<file path="config.mk">
export PLATFORM = sky130hd
export DESIGN_NAME = irq_trigger_unit
export DESIGN_NICKNAME = d
export VERILOG_FILES = /design/src/rtl/irqt_pkg.sv /design/src/rtl/irqt_sync.sv /design/src/rtl/irqt_bank.sv /design/src/rtl/irq_trigger_unit.sv
export SDC_FILE = /design/constraint.sdc
export NUM_CORES = 1
export LEC_CHECK = 0
export BUFFER_PORTS_ARGS = -buffer_cell sky130_fd_sc_hd__buf_2
export CAP_MARGIN = 0
export CORE_MARGIN = 8
export CORE_UTILIZATION = 65
export CTS_BUF_LIST = sky130_fd_sc_hd__clkbuf_2 sky130_fd_sc_hd__clkbuf_4 sky130_fd_sc_hd__clkbuf_8
export CTS_CLUSTER_SIZE = 16
export DETAILED_ROUTE_END_ITERATION = 6
export HOLD_SLACK_MARGIN = 0.12
export MAX_ROUTING_LAYER = met4
export PLACE_DENSITY = 0.85
export SYNTH_ARGS = -nofsm -noshare
export SYNTH_HDL_FRONTEND = slang
export SYNTH_SLANG_ARGS = --single-unit
</file>
<file path="constraint.sdc">
create_clock -name clk -period 3.05 [get_ports clk]
set_input_delay 0.305 -clock clk [delete_from_list [all_inputs] [get_ports clk]]
set_output_delay 0.305 -clock clk [all_outputs]
set_load 0.01 [all_outputs]
</file>
<file path="src/rtl/irqt_pkg.sv">
package irqt_pkg;

    // Register index inside a bank window (address bits [4:2])
    typedef enum logic [2:0] {
        SEL_STATUS   = 3'd0,
        SEL_RAW      = 3'd1,
        SEL_RISE     = 3'd2,
        SEL_FALL     = 3'd3,
        SEL_RISE_SET = 3'd4,
        SEL_RISE_CLR = 3'd5,
        SEL_FALL_SET = 3'd6,
        SEL_FALL_CLR = 3'd7
    } reg_sel_e;

    localparam int unsigned REG_IDX_LSB   = 2;
    localparam int unsigned BANK_ADDR_LSB = 5;

endpackage

</file>
<file path="src/rtl/irqt_sync.sv">
module irqt_sync #(
    parameter int unsigned WIDTH = 64
) (
    input  logic             clk,
    input  logic             rst_n,
    input  logic [WIDTH-1:0] async_i,
    output logic [WIDTH-1:0] cur_o,
    output logic [WIDTH-1:0] prev_o
);

    typedef struct packed {
        logic [WIDTH-1:0] stage1;
        logic [WIDTH-1:0] stage2;
        logic [WIDTH-1:0] last;
    } sync_st_t;

    sync_st_t st_d, st_q;

    always_comb begin
        st_d        = st_q;
        st_d.stage1 = async_i;
        st_d.stage2 = st_q.stage1;
        st_d.last   = st_q.stage2;
    end

    always_ff @(posedge clk or negedge rst_n) begin
        if (!rst_n) begin
            st_q <= '0;
        end else begin
            st_q <= st_d;
        end
    end

    assign cur_o  = st_q.stage2;
    assign prev_o = st_q.last;

endmodule

</file>
<file path="src/rtl/irqt_bank.sv">
module irqt_bank
    import irqt_pkg::*;
#(
    parameter int unsigned WIDTH = 32
) (
    input  logic             clk,
    input  logic             rst_n,
    input  logic [WIDTH-1:0] cur_i,
    input  logic [WIDTH-1:0] prev_i,
    input  logic             we_i,
    input  reg_sel_e         sel_i,
    input  logic [WIDTH-1:0] wdata_i,
    output logic [WIDTH-1:0] rdata_o,
    output logic [WIDTH-1:0] pending_o,
    output logic [WIDTH-1:0] rise_o,
    output logic [WIDTH-1:0] fall_o
);

    typedef struct packed {
        logic [WIDTH-1:0] rise;
        logic [WIDTH-1:0] fall;
        logic [WIDTH-1:0] raw;
    } bank_st_t;

    bank_st_t st_d, st_q;

    logic [WIDTH-1:0] level_mode;
    logic [WIDTH-1:0] level_val;
    logic [WIDTH-1:0] edge_hit;
    logic [WIDTH-1:0] ack_mask;

    always_comb begin
        st_d = st_q;

        // trigger evaluation uses the configuration held this cycle
        level_mode = ~(st_q.rise ^ st_q.fall);
        level_val  = cur_i ^ (st_q.rise & st_q.fall);
        edge_hit   = (cur_i & ~prev_i & st_q.rise & ~st_q.fall)
                   | (~cur_i & prev_i & st_q.fall & ~st_q.rise);
        ack_mask   = (we_i && sel_i == SEL_RAW) ? wdata_i : '0;

        st_d.raw = (level_mode & level_val)
                 | (~level_mode & (edge_hit | (st_q.raw & ~ack_mask)));

        if (we_i) begin
            unique case (sel_i)
                SEL_RISE:     st_d.rise = wdata_i;
                SEL_FALL:     st_d.fall = wdata_i;
                SEL_RISE_SET: st_d.rise = st_q.rise | wdata_i;
                SEL_RISE_CLR: st_d.rise = st_q.rise & ~wdata_i;
                SEL_FALL_SET: st_d.fall = st_q.fall | wdata_i;
                SEL_FALL_CLR: st_d.fall = st_q.fall & ~wdata_i;
                default:      ;
            endcase
        end
    end

    always_ff @(posedge clk or negedge rst_n) begin
        if (!rst_n) begin
            st_q <= '0;
        end else begin
            st_q <= st_d;
        end
    end

    always_comb begin
        unique case (sel_i)
            SEL_STATUS, SEL_RAW:                  rdata_o = st_q.raw;
            SEL_RISE, SEL_RISE_SET, SEL_RISE_CLR: rdata_o = st_q.rise;
            default:                              rdata_o = st_q.fall;
        endcase
    end

    assign pending_o = st_q.raw;
    assign rise_o    = st_q.rise;
    assign fall_o    = st_q.fall;

endmodule

</file>
<file path="src/rtl/irq_trigger_unit.sv">
module irq_trigger_unit
    import irqt_pkg::*;
#(
    parameter int unsigned NUM_BANKS = 2,
    parameter int unsigned BANK_W    = 32,
    localparam int unsigned NUM_LINES = NUM_BANKS * BANK_W,
    localparam int unsigned BSEL_W    = (NUM_BANKS > 1) ? $clog2(NUM_BANKS) : 1,
    localparam int unsigned ADDR_W    = BANK_ADDR_LSB + BSEL_W
) (
    input  logic                 clk,
    input  logic                 rst_n,
    input  logic [NUM_LINES-1:0] irq_in,
    input  logic                 reg_we,
    input  logic [ADDR_W-1:0]    reg_addr,
    input  logic [BANK_W-1:0]    reg_wdata,
    output logic [BANK_W-1:0]    reg_rdata,
    output logic [NUM_LINES-1:0] pending_o
);

    logic [NUM_LINES-1:0] sync_cur;
    logic [NUM_LINES-1:0] sync_prev;
    logic [NUM_LINES-1:0] rise_all;
    logic [NUM_LINES-1:0] fall_all;
    logic [BANK_W-1:0]    bank_rdata [NUM_BANKS];
    logic [BSEL_W-1:0]    bank_sel;
    reg_sel_e             reg_sel;
    logic                 unused_addr_lsbs;

    assign bank_sel         = reg_addr[ADDR_W-1:BANK_ADDR_LSB];
    assign reg_sel          = reg_sel_e'(reg_addr[BANK_ADDR_LSB-1:REG_IDX_LSB]);
    assign unused_addr_lsbs = ^reg_addr[REG_IDX_LSB-1:0];

    irqt_sync #(.WIDTH(NUM_LINES)) u_sync (
        .clk     (clk),
        .rst_n   (rst_n),
        .async_i (irq_in),
        .cur_o   (sync_cur),
        .prev_o  (sync_prev)
    );

    for (genvar b = 0; b < NUM_BANKS; b++) begin : g_bank
        irqt_bank #(.WIDTH(BANK_W)) u_bank (
            .clk       (clk),
            .rst_n     (rst_n),
            .cur_i     (sync_cur[b*BANK_W +: BANK_W]),
            .prev_i    (sync_prev[b*BANK_W +: BANK_W]),
            .we_i      (reg_we && (int'(bank_sel) == b)),
            .sel_i     (reg_sel),
            .wdata_i   (reg_wdata),
            .rdata_o   (bank_rdata[b]),
            .pending_o (pending_o[b*BANK_W +: BANK_W]),
            .rise_o    (rise_all[b*BANK_W +: BANK_W]),
            .fall_o    (fall_all[b*BANK_W +: BANK_W])
        );
    end

    always_comb begin
        reg_rdata = '0;
        for (int b = 0; b < NUM_BANKS; b++) begin
            if (int'(bank_sel) == b) begin
                reg_rdata = bank_rdata[b];
            end
        end
    end

endmodule

</file>
Yosys cells after proc, flatten, opt, wreduce, memory -nomap -nowiden

Index checks and enable logic that the tools add are counted.

Bits of input ports: 105
Flip-flop bits (word level): 384
Word-level logic and storage cells: 92
Output and inout port bits: 96

Muxes and demuxes: 9
Bitwise operators: 54
Eq/ne operators: 7
Reductions and logical operators: 13

Operators with widths:

| cell                                                 | count |
|---|---|
| bitwise AND 32 bit                                   | 24 |
| inverter 32 bit                                      | 15 |
| one-hot mux 32 bit (3 select lines)                  | 4 |
| bitwise OR 32 bit                                    | 10 |
| one-hot mux 32 bit (2 select lines)                  | 2 |
| bitwise XOR 32 bit                                   | 4 |
| two-way mux 32 bit                                   | 3 |
| equality test 3 bit (second input constant)          | 4 |
| AND reduction 2 bit                                  | 4 |
| equality test 3 x 2 -> 1 bit (second input constant) | 2 |
| nonzero test 3 bit                                   | 2 |
| logical AND 1 bit                                    | 4 |
| equality test 3 x 1 -> 1 bit (second input constant) | 1 |
| zero test 3 bit                                      | 1 |
| OR reduction 3 bit                                   | 1 |
| OR reduction 2 bit                                   | 1 |
| inverter 1 bit                                       | 1 |

Logic depth before layout (Yosys ltp)

Gate-level depths: netlist of the first run.

Depth after elaboration: 9
Mapped depth: 7
Depth with buffers taken out: 4

Cells and area by module

From an unflattened synthesis of the first run, not the netlist that was laid out.

Cell total of the unflattened synthesis: 1562
Area total of the unflattened synthesis: 19117.1 um2

By module, submodules not included:

| module           | seq. area each (um2) | times used | area each (um2) | cells an instance |
|---|---|---|---|---|
| irqt_bank        | 2402.3               | 2          | 6643.9          | 634 |
| irqt_sync        | 4804.6               | 1          | 5285.1          | 256 |
| irq_trigger_unit | 0.0                  | 1          | 544.3           | 38 |

Worst setup path before layout of the first run

Ideal clock, no wire load.

Path type: in2out
Start point: input port reg_addr[3]
End point: output port reg_rdata[10]
Arrival time: 1655 ps
Required time: 2745 ps
Setup slack: 1090 ps
Path buffers: 3
Stages on the path: 7
Cell sequence: buf_4 or3b_4 and2_4 buf_6 buf_6 o21a_1 a221oi_1

Cells in the longest elaborated chain, start to end: 4
Elaborated cells between the ends (all ways): 10
Those cells by class: eq/ne (4); mux (3); reduce/logical (3)

Ends and longest elaborated chain:

| element                                                         | line                   | RTL |
|---|---|---|
| start, declared                                                 | irq_trigger_unit.sv:14 | `input logic [ADDR_W-1:0] reg_addr,` |
| equality test 3 x 2 -> 1 bit, or another cell as far along      | irqt_bank.sv:67        | `unique case (sel_i)` |
| OR reduction 3 bit / OR reduction 2 bit (equally long branches) | irqt_bank.sv:67        |  |
| one-hot mux 32 bit (2 select lines)                             | irqt_bank.sv:67        |  |
| two-way mux 32 bit (*)                                          | irq_trigger_unit.sv:60 | `if (int'(bank_sel) == b) begin` |
| end, declared                                                   | irq_trigger_unit.sv:16 | `output logic [BANK_W-1:0] reg_rdata,` |

Mark *: on every way between the ends. The rest lies on a longest branch, timed or not.

Final worst setup path of the first run

Start point: input port reg_addr[3]
End point: output port reg_rdata[31]

Same word-level chain as after synthesis.

==> impl_metrics.ini, run 1 <==
[yosys]
async_reset_ff_frac = 1.000
netlist_instances = 1592
synth_edf_count = 0
postSynthAreaPerCell_um2 = 10.94
synth-seq-area-share = 0.5516
netlist_area_um2 = 17420
yosysWarnings = 0
syn_nets = 1761
ys_seq_elements = 384
synth.distinct_cells = 37
synth-main-ff-cell = dfrtp_1

[critical_path]
crit_type = in2out
cp_cell_sequence = buf_2 -> or3b_4 -> and2_4 -> o21a_1 -> a221oi_1 -> buf_2
cp_data_required_time_ps = 2740
critPathLaunchType = input pin
slowest_stage = or3b_4
crit_top_cell = buf_2
slowest_delay_ps = 460
worstSetupEndpointType = output pin
crit_arrival_ps = 2200
crit_fanout = 31

[drt]
vias_per_cell = 6.631
wl_per_cell_um = 22.81
route.detailed.drc = 0
dr.first_iter.drc_count = 1384
dr.pass1.iters = 7
ant_nets = 0
wl_um = 51850
routed-via-count = 15073

[pwr]
internal_power_mw = 10.39
power_switching_mw = 4.979
p_comb_frac = 0.237
ir_drop_mv = 0.5244
power_density_nw_per_um2 = 725.8
p_leak_nw = 9.639
finalPower_mw = 15.37
clock_power_share = 0.318
seq_power_share = 0.446
swShare = 0.3240

[clock_network]
cts_sinks = 384
cts_setup_buffers = 0
clockBufferDepth = 3
ctsHtreeMaxLevel = 3
cts.clk_slew.worst_paths_ps = 60
numCtsBuffers = 66
cts_tree = yes
insertion_delay_ps = 590
cts_root_buffer = clkbuf_8

[sta]
hold_viol_final = 0
slew_viol_final = 0
period_minus_slack_ps = 2505
rsz0062_at_grt = no
finalSetupViolCount = 0
fin_crit_sh = 0.8214
relSlewSlack = 0.2198
max_freq_mhz = 399.1
hold_ws_ps = 320.0
finalClockSkew_ps = 23.62
worst_pin_slew_ps = 1168
setup_slack_ps = 544.6
setup_tns_ps = 0

[die]
rows = 60
initial_core_util = 0.6537
die-area_um2 = 32300
fp.dieH_um = 179.7
core_area_um2 = 26650
pin_count = 201
die_w_um = 179.7

[placement]
place_ws_ps = 632.4
place_area_um2 = 18790
io_buffers = 198
gp_congestion = 0.8538
dp_hpwl_um = 30530

[status]
outcome = finished, final reports clean

[worst_hold_path]
holdCritPathClass = in2async

[global_route]
globalRoute.totalOverflow = 0
track_usage = 0.3235
grt_antenna_before_repair = 5
grt_pass1_wl_um = 82390
grt_pass1_vias = 15912
grt_max_degree = 81

[finish]
finalInstanceArea_um2 = 21170
fin_nets = 2049
syn_to_final_growth_pct = 21.52
fillers = 1550
drive_gt1_frac = 0.1879

[job]
maxCapViolations = 0
timing repair:
action,CTS,global route
hold buffers,97,0
endpoints found under the hold margin,264,0
gates resized for setup,0,0
power groups by stage:
| stage | logic [mW] | registers [mW] | clock network (mW) |
|---|---|---|---|
| 3_5_place_dp | 3.46 | 6.87 | 0 |
| 2_1_floorplan | 2.05 | 6.82 | 0 |
| 3_3_place_gp | 3.24 | 6.81 | 0 |
| 6_report | 3.63 | 6.85 | 4.88 |
| 4_1_cts | 3.58 | 6.80 | 4.91 |
| 5_1_grt | 4.01 | 6.94 | 5.14 |
sequential cells by signal, indices dropped and copies added, names as in the netlist:
| register | cells |
|---|---|
| g_bank.u_bank.rise_o | 64 |
| u_sync.st_d | 64 |
| g_bank.u_bank.fall_o | 64 |
| u_sync.prev_o | 64 |
| g_bank.u_bank.pending_o | 64 |
| u_sync.cur_o | 64 |
per-layer routing:
metal,track usage,vias to the layer above,part of all wire
li1,-,6526,-
met1,0.3740,7447,0.37
met2,0.5301,899,0.49
met3,0.06472,201,0.087
met4,0.1737,0,0.045
met5,-,-,0
stage by stage:
stage	std cells	utilization
5_1_grt	2273	0.7944
4_1_cts	2268	0.7939
3_5_place_dp	2056	0.7051
3_3_place_gp	2056	0.7051
6_report	2273	0.7944
2_1_floorplan	1592	-
final cells by class:
cell class / count / area [um^2] / share of cell area
clock inverters: 9 / 63.81 / 0.003014
repair buffers: 322 / 2300 / 0.1086
flip-flops and latches: 384 / 9609 / 0.4539
clock buffers: 106 / 1334 / 0.06300
multi-input cells: 988 / 6983 / 0.3298
inverters: 118 / 442.9 / 0.02092
diodes: 5 / 12.51 / 0.0005910
well taps: 341 / 426.7 / 0.02015
path summary, 6_finish.rpt:
| kind | startpoint | end | slack [ps] | depth (start not counted) |
|---|---|---|---|---|
| setup / recovery | reg_addr[3] | reg_rdata[31] | 540 | 6 |
| hold / removal | rst_n | u_sync.prev_o[40] | 320 | 2 |
| setup reg to reg | g_bank[1].u_bank.fall_o[13] | g_bank[1].u_bank.pending_o[13] | 1720 | 3 |
| hold reg to reg | u_sync.st_d[98] | u_sync.cur_o[34] | 340 | 0 |
| max in group asynchronous | rst_n | u_sync.st_d[102] | 1730 | 4 |
| min in group clk | u_sync.st_d[98] | u_sync.cur_o[34] | 340 | 0 |
cells in the final DEF (no fill, tap or decap), types with 64 or more instances in the layout:
cell type and count:
dfrtp_1 384, buf_2 197, nand2_1 195, o211ai_1 128, inv_1 117, dlygate4sd3_1 97, o21ai_0 93, a221oi_1 90
clkbuf_8 86, a21boi_0 64, xor2_1 64, o32a_1 64, ha_1 64
critical path: cells and delay by family:
kind / cells / cell delay [ps]
buffers and inverters: 2 / 420
AO/OA/AOI/OAI: 2 / 640
AND/OR/NAND/NOR: 2 / 820
cell usage after synthesis (25+ instances only):
cell      count  area (um^2)
o21ai_0      93        465.5
ha_1         64        800.8
o21a_1       32        240.2
buf_2        25        125.1
o32a_1       64        640.6
o211ai_1    128        960.9
a221oi_1     90        788.3
nor4_1       55        344.1
xor2_1       64        560.5
nand4_1      55        344.1
clkbuf_1     68        255.2
dfrtp_1     384         9609
o21ai_1      36        180.2
nand2_1     199        747.0
a21boi_0     64        480.5
inv_1       118        442.9
cells by family after synthesis:
family          Yosys count  synth area share
compound gates          516            0.2212
xor+xnor                 64           0.03217
fa+ha+maj                64           0.04596
buf+inv                 220           0.05113
flops                   384            0.5516
simple gates            344           0.09796
(Power assumes the default switching activity.)
==> run 2, diff against run 1 <==
Settings changed: CORE_UTILIZATION 65 to 61, PLACE_DENSITY 0.85 to 0.81.
Clock period 3.05 ns to 2.5 ns, I/O delays scaled along.
==> impl_metrics.ini, run 2 (synthesized netlist as in run 1, its figures left out) <==
[die]
fp.dieH_um = 185.0
initial_core_util = 0.6136
rows = 62
die-area_um2 = 34220
core_area_um2 = 28390
die_w_um = 185.0
pin_count = 201

[critical_path]
crit_start = reg_addr[3]
crit_fanout = 31
reg2regPathDepth = 3
crit_arrival_ps = 2070
reg2reg_slack_ps = 1170
crit_type = in2out
timing.rr.end = g_bank[1].u_bank.pending_o[4]
worstSetupEndpointType = output pin
critPathLaunchType = input pin
r2r_start = g_bank[1].u_bank.fall_o[4]
cp_data_required_time_ps = 2250

[sta]
worst_pin_slew_ps = 1156
hold_ws_ps = 204.4
slew_viol_final = 0
fin_crit_sh = 0.9267
period_minus_slack_ps = 2317
hold_viol_final = 0
finalClockSkew_ps = 19.94
relSlewSlack = 0.2274
finalSetupViolCount = 0
max_freq_mhz = 431.6
rsz0062_at_grt = no
setup_tns_ps = 0

[finish]
multi_input_area_um2 = 6983
drive_gt1_frac = 0.1880
seq_area_um2 = 9609
fillers = 1848
final_cell_mix = 384 x dfrtp_1, 197 x buf_2, 195 x nand2_1, 128 x o211ai_1, 117 x inv_1
final_common_cell = dfrtp_1
syn_to_final_growth_pct = 21.82
fin_nets = 2055

[clock_network]
clockBufferDepth = 3
cts_root_buffer = clkbuf_8
insertion_delay_ps = 580
numCtsBuffers = 66
cts_tree = yes
ctsHtreeMaxLevel = 3
cts_sinks = 384
cts.clk_slew.worst_paths_ps = 60

[global_route]
grt_pass1_wl_um = 81470
grt_pass1_vias = 15458
track_usage = 0.3123
grt_max_degree = 76
globalRoute.totalOverflow = 0
grt_antenna_before_repair = 5

[drt]
route.detailed.drc = 0
wl_per_cell_um = 22.39
vias_per_cell = 6.448
dr.first_iter.drc_count = 1446
wl_um = 51880
dr.pass1.iters = 5
ant_nets = 0
routed-via-count = 14941

[placement]
dp_hpwl_um = 30730
gp_congestion = 0.8113
io_buffers = 198

[pwr]
power_density_nw_per_um2 = 874.0
ir_drop_mv = 0.6312
p_leak_nw = 9.626

[worst_hold_path]
holdCritPathClass = in2async

[status]
outcome = finished, final reports clean

[job]
maxCapViolations = 0
## run 2: cell count changes in the layout (fill, tap and decap cells not counted), sizes merged
cell      delta
diode        +2
bufinv       +2
clkinvlp     +2
buf          +6
clkbuf      -11
## run 2: per-layer routing
metal	track usage	routed length, um	vias to the layer above
li1	-	-	6543
met1	0.3729	20060	7392
met2	0.4989	25010	792
met3	0.06375	4216	214
met4	0.1636	2595	0
met5	-	0	-
## run 2: final cells by class
cell class                 instances  share of cell area
antenna                            7           0.0008254
clock buffer                      95             0.05601
clock inverter                    13            0.006190
inverter                         118             0.02087
multi-input combinational        988              0.3290
sequential                       384              0.4528
tap                              384             0.02264
timing repair buffer             328              0.1117
## run 2: power by group
group          switching [mW]  internal [mW]
clock                    2.54           3.26
combinational            2.36           2.04
sequential               1.12           7.24
## run 2: worst max-delay path, cell delays in order
cell	delay [ps]
buf_2	190
or3b_4	460
and2_4	360
o21a_1	190
a221oi_1	390
buf_2	220
## run 2: timing repair
action                     CTS  global route
resized for setup            0             0
hold buffers                97             0
setup buffers                0             0
setup endpoints to repair    0             0
hold endpoints to repair   507             0
## run 2: stage by stage
stage,total power [mW],instance area [um^2],instances,worst slack (ps),util
after floorplan,10.83,17420,1592,649.7,-
after global placement,12.27,18910,2105,237.2,0.6662
after detailed placement,12.58,18910,2105,232.1,0.6662
after CTS,18.49,21210,2310,233.3,0.7469
after global routing,19.52,21220,2315,106.6,0.7473
final,18.55,21220,2317,183.2,0.7475
## run 2: worst max-delay path by stage
stage	end	slack, ps	cells past startpoint
after global routing	reg_rdata[21]	110	6
final	reg_rdata[11]	180	6
after CTS	reg_rdata[21]	230	6
after detailed placement	reg_rdata[21]	230	6
after floorplan	reg_rdata[10]	650	7
after global placement	reg_rdata[21]	240	6
==> run 3, diff against run 2 <==
Settings changed: CORE_UTILIZATION 61 to 59, CTS_BUF_LIST sky130_fd_sc_hd__clkbuf_2 sky130_fd_sc_hd__clkbuf_4 sky130_fd_sc_hd__clkbuf_8 to default, PLACE_DENSITY 0.81 to 0.78.
==> impl_metrics.ini, run 3 (synthesized netlist as in run 1, its figures left out) <==
[status]
outcome = finished, final reports clean

[die]
initial_core_util = 0.5941
die-area_um2 = 35280
core_area_um2 = 29320
die_w_um = 187.8
pin_count = 201
fp.dieH_um = 187.8
rows = 63

[sta]
setup_tns_ps = 0
rsz0062_at_grt = no
fin_crit_sh = 0.9331
max_freq_mhz = 428.7
hold_ws_ps = 329.3
hold_viol_final = 0
period_minus_slack_ps = 2333
slew_viol_final = 0
worst_pin_slew_ps = 1199
finalClockSkew_ps = 16.53
relSlewSlack = 0.1987
finalSetupViolCount = 0

[finish]
multi_input_area_um2 = 6983
fin_nets = 2032
finalInstanceArea_um2 = 21440
final_cell_mix = 384 x dfrtp_1, 197 x buf_2, 195 x nand2_1, 128 x o211ai_1, 117 x inv_1
drive_gt1_frac = 0.1725
seq_area_um2 = 9609
final_common_cell = dfrtp_1
syn_to_final_growth_pct = 23.08
fillers = 2028

[drt]
dr.first_iter.drc_count = 1204
wl_per_cell_um = 21.85
route.detailed.drc = 0
wl_um = 50050
vias_per_cell = 6.390
ant_nets = 0
dr.pass1.iters = 5
routed-via-count = 14640

[pwr]
p_leak_nw = 9.704
finalPower_mw = 19.61
power_density_nw_per_um2 = 914.4
ir_drop_mv = 0.7815

[global_route]
globalRoute.totalOverflow = 0
grt_max_degree = 86
met1_usage = 0.3483
track_usage = 0.2892
grt.busiest_layer = met2
use_met2 = 0.4650
grtUsageMet3 = 0.05721
grt_antenna_before_repair = 5
grt_pass1_vias = 15437
grt_pass1_wl_um = 80910

[job]
maxCapViolations = 0

[critical_path]
critPathLaunchType = input pin
crit_type = in2out
cp_data_required_time_ps = 2250
r2r_start = g_bank[1].u_bank.fall_o[2]
crit_top_cell = buf_2
crit_start = reg_addr[3]
slowest_stage = or3b_4
cp_cell_sequence = buf_2 -> or3b_4 -> and2_4 -> o21a_1 -> a221oi_1 -> buf_2
reg2reg_slack_ps = 1170
worstSetupEndpointType = output pin
crit_arrival_ps = 2080
crit_fanout = 27
reg2regPathDepth = 3
timing.rr.end = g_bank[1].u_bank.pending_o[2]
endpoint = reg_rdata[21]
slowest_delay_ps = 460

[clock_network]
cts.clk_slew.worst_paths_ps = 60
cts_resized = 0
hold_buffers = 97
cts_sinks = 384
clockBufferDepth = 3
cts_setup_buffers = 0
ctsHtreeMaxLevel = 2
numCtsBuffers = 41
cts_root_buffer = clkbuf_16
insertion_delay_ps = 540
cts_tree = yes

[placement]
dp_hpwl_um = 30980
io_buffers = 198
place_area_um2 = 18900
gp_congestion = 0.8413

[worst_hold_path]
holdCritPathClass = in2async
## run 3: cell types whose count changed in the layout (fill, tap and decap cells not counted), moves of 3 or more
cell       before  now
clkbuf_1        0    5
clkbuf_16       0   43
clkbuf_4       19    0
buf_12         12    9
bufinv_16       2    9
buf_4          21   26
clkbuf_8       76   11
## run 3: routing by layer
metal  part of all wire  vias to the layer above
met4              0.047                        0
met3              0.077                      177
met1               0.39                     7249
met2               0.49                      715
li1                   -                     6499
met5                  0                        -
## run 3: how the worst min path moves through the flow
stage                           from                    endpoint  slack, ps  cells past startpoint
after global routing      irq_in[33]             u_sync.st_d[97]        340                      2
after global placement         rst_n             u_sync.st_d[71]        310                      1
after detailed placement       rst_n             u_sync.st_d[71]        310                      1
final                          rst_n             u_sync.st_d[71]        330                      2
after floorplan                rst_n  g_bank[0].u_bank.fall_o[0]        -50                      0
after CTS                 irq_in[34]             u_sync.st_d[98]        330                      2
## run 3: worst max-delay path: cells and delay by family
family	cells	cell delay [ps]
buffers and inverters	2	420
AOI/OAI and AO/OA	2	600
and+or+nand+nor	2	800
## run 3: metrics by stage
stage,setup WS [ps],std cells,utilization
after floorplan,649.7,1592,-
after global placement,241.0,2113,0.6445
after detailed placement,184.4,2113,0.6445
after CTS,171.7,2286,0.7308
after global routing,16.07,2291,0.7313
final,167.3,2291,0.7313
## run 3: final cells by class
type                    count  area share
flip-flops and latches    384      0.4481
multi-input cells         988      0.3257
repair buffers            330      0.1095
clock buffers              59     0.05812
well taps                 390     0.02276
inverters                 118     0.02066
clock inverters            17     0.01465
diodes                      5   0.0005835
## run 3: power breakdown
group	internal [mW]	switching [mW]	total, mW
clock	4.40	2.52	6.91
sequential	7.23	1.10	8.34
combinational	2.05	2.31	4.36
total	13.7	5.93	19.6
